**src/rtl/rtc_irq_pkg.sv**
```systemverilog
package rtc_irq_pkg;
  localparam int STAT_W   = 8;
  localparam int IRQF_BIT = 7;
  localparam int PF_BIT   = 6;
  localparam int AF_BIT   = 5;
  localparam int UF_BIT   = 4;
  localparam int NUM_SRC  = 3;

  typedef struct packed {
    logic pf;
    logic af;
    logic uf;
  } irq_src_t;
endpackage

```
**src/rtl/rtc_periodic_gen.sv**
```systemverilog
module rtc_periodic_gen #(
  parameter int SEL_W = 4,
  parameter int DIV_W = (1 << SEL_W) - 1
) (
  input  logic             clk_i,
  input  logic             rst_ni,
  input  logic             tick_i,
  input  logic [SEL_W-1:0] rate_sel_i,
  input  logic             sqw_en_i,
  output logic             evt_o,
  output logic             sqw_o
);
  logic [DIV_W-1:0] cnt_q;
  logic [DIV_W-1:0] mask;
  logic [DIV_W-1:0] tap;

  // mask holds the low r bits of the prescaler
  for (genvar g = 0; g < DIV_W; g++) begin : g_mask
    assign mask[g] = (int'(rate_sel_i) > g);
  end

  assign tap = mask & ~(mask >> 1);

  always_ff @(posedge clk_i or negedge rst_ni) begin
    if (!rst_ni)     cnt_q <= '0;
    else if (tick_i) cnt_q <= cnt_q + 1'b1;
  end

  assign evt_o = tick_i && (rate_sel_i != '0) && ((cnt_q & mask) == mask);
  assign sqw_o = sqw_en_i && |(cnt_q & tap);


  rate_off_chk: assert property (@(posedge clk_i) disable iff (!rst_ni)
    (rate_sel_i == '0) |-> (!evt_o && !sqw_o));

  evt_needs_tick_chk: assert property (@(posedge clk_i) disable iff (!rst_ni)
    evt_o |-> tick_i);
endmodule

```
**src/rtl/rtc_alarm_match.sv**
```systemverilog
module rtc_alarm_match #(
  parameter int FIELD_W = 8,
  parameter int NUM_F   = 3
) (
  input  logic                          clk_i,
  input  logic                          rst_ni,
  input  logic                          upd_i,
  input  logic [NUM_F-1:0][FIELD_W-1:0] time_i,
  input  logic [NUM_F-1:0][FIELD_W-1:0] alarm_i,
  output logic                          evt_o
);
  logic [NUM_F-1:0] hit;
  logic [NUM_F-1:0] wild;

  for (genvar g = 0; g < NUM_F; g++) begin : g_field
    assign wild[g] = &alarm_i[g][FIELD_W-1 -: 2];
    assign hit[g]  = wild[g] || (alarm_i[g] == time_i[g]);
  end

  assign evt_o = upd_i && &hit;


  wildcard_chk: assert property (@(posedge clk_i) disable iff (!rst_ni)
    (upd_i && &wild) |-> evt_o);

  alarm_on_upd_chk: assert property (@(posedge clk_i) disable iff (!rst_ni)
    evt_o |-> upd_i);
endmodule

```
**src/rtl/rtc_irq_flags.sv**
```systemverilog
module rtc_irq_flags
  import rtc_irq_pkg::*;
(
  input  logic     clk_i,
  input  logic     rst_ni,
  input  irq_src_t evt_i,
  input  irq_src_t en_i,
  input  logic     rd_i,
  output irq_src_t flags_o,
  output logic     irqf_o
);
  irq_src_t flags_q;

  // a coinciding event survives the read clear
  always_ff @(posedge clk_i or negedge rst_ni) begin
    if (!rst_ni) flags_q <= '0;
    else         flags_q <= (rd_i ? irq_src_t'('0) : flags_q) | evt_i;
  end

  assign flags_o = flags_q;
  assign irqf_o  = |(flags_q & en_i);


  rd_clear_chk: assert property (@(posedge clk_i) disable iff (!rst_ni)
    (rd_i && evt_i == '0) |=> (flags_q == '0));

  evt_kept_chk: assert property (@(posedge clk_i) disable iff (!rst_ni)
    evt_i.uf |=> flags_q.uf);

  flag_hold_chk: assert property (@(posedge clk_i) disable iff (!rst_ni)
    (!rd_i && flags_q.pf) |=> flags_q.pf);

  no_flag_no_irq_chk: assert property (@(posedge clk_i) disable iff (!rst_ni)
    (flags_q == '0) |-> !irqf_o);
endmodule

```
**src/rtl/rtc_irq_unit.sv**
```systemverilog
module rtc_irq_unit
  import rtc_irq_pkg::*;
#(
  parameter int SEL_W   = 4,
  parameter int FIELD_W = 8
) (
  input  logic               clk_i,
  input  logic               rst_ni,
  input  logic               tick_i,
  input  logic [SEL_W-1:0]   rate_sel_i,
  input  logic               upd_done_i,
  input  logic [FIELD_W-1:0] sec_i,
  input  logic [FIELD_W-1:0] min_i,
  input  logic [FIELD_W-1:0] hour_i,
  input  logic [FIELD_W-1:0] alm_sec_i,
  input  logic [FIELD_W-1:0] alm_min_i,
  input  logic [FIELD_W-1:0] alm_hour_i,
  input  logic               pie_en_i,
  input  logic               aie_en_i,
  input  logic               uie_en_i,
  input  logic               sqw_en_i,
  input  logic               stat_rd_i,
  output logic [STAT_W-1:0]  stat_o,
  output logic               irq_o,
  output logic               sqw_o
);
  irq_src_t evt, en, flags;
  logic     irqf;

  rtc_periodic_gen #(.SEL_W(SEL_W)) u_per (
    .clk_i, .rst_ni, .tick_i, .rate_sel_i, .sqw_en_i,
    .evt_o(evt.pf), .sqw_o
  );

  rtc_alarm_match #(.FIELD_W(FIELD_W), .NUM_F(3)) u_alm (
    .clk_i, .rst_ni,
    .upd_i  (upd_done_i),
    .time_i ({hour_i, min_i, sec_i}),
    .alarm_i({alm_hour_i, alm_min_i, alm_sec_i}),
    .evt_o  (evt.af)
  );

  assign evt.uf = upd_done_i;
  assign en     = '{pf: pie_en_i, af: aie_en_i, uf: uie_en_i};

  rtc_irq_flags u_flg (
    .clk_i, .rst_ni, .evt_i(evt), .en_i(en), .rd_i(stat_rd_i),
    .flags_o(flags), .irqf_o(irqf)
  );

  always_comb begin
    stat_o           = '0;
    stat_o[IRQF_BIT] = irqf;
    stat_o[PF_BIT]   = flags.pf;
    stat_o[AF_BIT]   = flags.af;
    stat_o[UF_BIT]   = flags.uf;
  end

  assign irq_o = irqf;


  uf_set_chk: assert property (@(posedge clk_i) disable iff (!rst_ni)
    upd_done_i |=> stat_o[UF_BIT]);
endmodule

```
**config.mk**
```make
export PLATFORM = sky130hd
export DESIGN_NAME = rtc_irq_unit
export DESIGN_NICKNAME = d
export VERILOG_FILES = /design/src/rtl/rtc_irq_pkg.sv /design/src/rtl/rtc_periodic_gen.sv /design/src/rtl/rtc_alarm_match.sv /design/src/rtl/rtc_irq_flags.sv /design/src/rtl/rtc_irq_unit.sv
export SDC_FILE = /design/constraint.sdc
export NUM_CORES = 1
export LEC_CHECK = 0
export CORE_ASPECT_RATIO = 0.8
export CORE_MARGIN = 1.5
export CORE_UTILIZATION = 28
export CTS_CLUSTER_DIAMETER = 30
export DETAILED_ROUTE_END_ITERATION = 16
export PLACE_DENSITY = 0.55
export SLEW_MARGIN = 20
export SYNTH_ARGS = -nofsm -noshare
export SYNTH_HDL_FRONTEND = slang
export SYNTH_SLANG_ARGS = --single-unit
```
**constraint.sdc**
```tcl
create_clock -name clk_i -period 2.2 [get_ports clk_i]
set_input_delay 0.33 -clock clk_i [delete_from_list [all_inputs] [get_ports clk_i]]
set_output_delay 0.33 -clock clk_i [all_outputs]
set_load 0.01 [all_outputs]
```
==> run metrics <==
max_slew headroom=68.09%; routed wirelength normalized by instance count=12.88 um; Worst-Margin Slew=466.6 ps; die height=66.84 um; number of fillers in the final layout=470; switching share of power=31.27%; final hold vios=0; reg2reg setup slack=670 ps; H-Tree Depth=1; VDD IR max=0.2760 mV; R2R Path End=u_per.cnt_q[14]; RSZ-0062 raised after global routing=false; Yosys cell types=39; Clock Sinks=18; TritonCTS buffer count=3; drt total wl=3955 um; post-synthesis sequential area ratio=31.58%; Startpoint Class=flop; multi-input logic area=875.8 sq um; number of port buffers=66; Hold Path Class=input pin to asynchronous set/reset pin; Slowest Stage Delay on Critical Path=380 ps; Logic pwr share=44.2%; n_diodes=0; clock skew=2.636 ps; total power=1.243 mW; Layout Area Growth over Synthesis=64.56%; most common cell in the netlist=xor2_1; kind of critical path=flop to primary output; Post-synth top cells=29 x xor2_1, 18 x dfrtp_1, 12 x nand2_1; leakage power=1.042 nW; worst reg2reg startpoint=u_per.cnt_q[3]; Util after Layout=47.42%; die area=5534 sq um; Synth top area share=31.58%; flip-flop and latch count after synthesis=18; fin nets=308; Final ANT Viol Nets=0; top_reg_cell synth=dfrtp_1; total track usage=14.60%; CP endpoint kind=primary output; Max Cap Viol=0; initial antenna violation count=0; Core Area=4950 sq um; synth warn=0; critical path cell sequence=mux2_4 -> a221o_1 -> and3_1 -> o31a_1 -> clkbuf_2; synth top area cells=dfrtp_1 32%, xor2_1 18%, xnor2_1 5.5%; Synth async-reset ratio=100.0%; GPL Wtd Cong=0.8512; Critical Path RT=1870 ps; first-pass GRT wire length=5920 um; Setup-failing EPs final=0; period utilisation layout=93.73%; Via Count=1433; placed wire-length estimate=3430 um; worst r2r path cells=5; Peak Freq=485.0 MHz; maximum root-to-sink buffer count=2; Setup TNS=0 ps; number of synthesized flops with an enable pin=0; 1st-pass router iterations=4; I/O Pins=71; Slew Viols, Final=0; Clock Power Share=21.3%; Rows=23; status=completed; Vias/cell=4.668; initial core utilization=28.82%; post-synthesis cell area=1426 sq um; clk slew on worst S/H paths=70 ps; Residual DRC=0; Die X=82.80 um; crit path time final=2062 ps; syn_area_per_cell=9.202 sq um; vias in the first global route=1237; register area=450.4 sq um; Post-CTS Setup Inserts=0; CP Data Arrival Time=1730 ps; CTS root buffer=clkbuf_8; Net Sw Power=0.3886 mW; top cell type by total area after synthesis=dfrtp_1; gr ovfl total=0; Worst-Skew Late Latency=250 ps; internal power=0.8541 mW; DR iter-0 viols=74; share of layout cells above drive strength 1=15.10%; pin count of the biggest net entering global routing=19; PD cells=529.4 nW/um^2; Cells after Synth=155; Slowest-stage cell, CP=dfrtp_1; worst-path fanout max=2; Flop pwr share=34.5%; CTS tree=yes
## stage by stage
stage                     setup slack (ps)  cells  instance area [sq um]  hold WS (ps)
after floorplan                      476.9    158                   1438         34.41
after detailed placement            -492.0    303                   2301         505.9
final                                138.0    307                   2347         399.9
after CTS                            18.69    307                   2352         402.0
after global routing                 75.61    307                   2347         433.3
after global placement              -494.2    303                   2301         505.2
## flip-flops by register name, indices dropped and copies added, names as in the netlist
name           count
u_per.cnt_q       15
u_flg.flags_o      3
## worst max-delay path: cells and delay by family (launching register included)
family,cells,cell delay [ps]
buffers and inverters,1,120
AND/OR/NAND/NOR,1,160
multiplexers,1,260
AO/OA/AOI/OAI,2,550
flip-flops,1,380
## metal layers
layer | share of wire [%] | routed length, um | GRT usage [%] | vias to the layer above
li1 | - | - | - | 721
met1 | 49 | 1941 | 22.55 | 660
met2 | 42 | 1646 | 20.02 | 50
met3 | 9.0 | 355 | 3.836 | 2
met4 | 0.25 | 10 | 2.708 | 0
met5 | 0 | 0 | 0 | -
## worst max-delay path by stage
stage                         start     to  slack [ps]  depth (start not counted)
floorplan            u_per.cnt_q[8]  sqw_o         480                          4
finish               u_per.cnt_q[8]  sqw_o         140                          5
global placement      rate_sel_i[2]  sqw_o        -490                          6
global route        u_per.cnt_q[12]  sqw_o          80                          5
detailed placement    rate_sel_i[2]  sqw_o        -490                          6
CTS                  u_per.cnt_q[8]  sqw_o          20                          5
## power groups by stage
stage	clock network [mW]	registers [mW]	logic [mW]
finish	0.265	0.428	0.550
global route	0.294	0.432	0.610
CTS	0.277	0.429	0.550
detailed placement	0	0.436	0.551
global placement	0	0.439	0.552
floorplan	0	0.453	0.244
## layout by cell type, fill, tap and decap left out, drive strengths merged, types with 2 or more instances in the layout
cell / count
clkdlybuf4s50: 61
nor3: 2
nand2: 12
xnor2: 9
nor4: 6
dfrtp: 18
conb: 4
a21oi: 8
clkbuf: 5
mux2i: 5
o311ai: 2
dlygate4sd2: 3
nor2: 7
mux2: 2
nand4: 6
nand3: 3
a22oi: 3
inv: 7
o21ai: 3
buf: 28
and3: 4
xor2: 29
nand2b: 2
a2111oi: 2
## timing repair
action	in CTS	in global routing
setup endpoints to repair	1	1
hold buffers	0	0
endpoints found under the hold margin	0	0
gates resized for setup	7	1
## logic make-up (layout without fill, tap and decap cells)
group           Yosys count  after routing  synth area share [%]
xor+xnor                 38             38                 23.33
simple gates             43             43                 15.53
mux                       7              7                 5.614
fa+ha+maj                 1              1                0.8771
other cells               1              4                0.2629
compound gates           29             29                 15.00
buf+inv                  18            105                 7.807
flops                    18             18                 31.58
## layout make-up
cell class	count	share of cell area (%)
multi-input cells	122	37.31
repair buffers	94	36.73
flip-flops and latches	18	19.19
well taps	62	3.305
clock buffers	4	2.345
inverters	7	1.119
No activity file was read; power rests on OpenSTA's default activity.
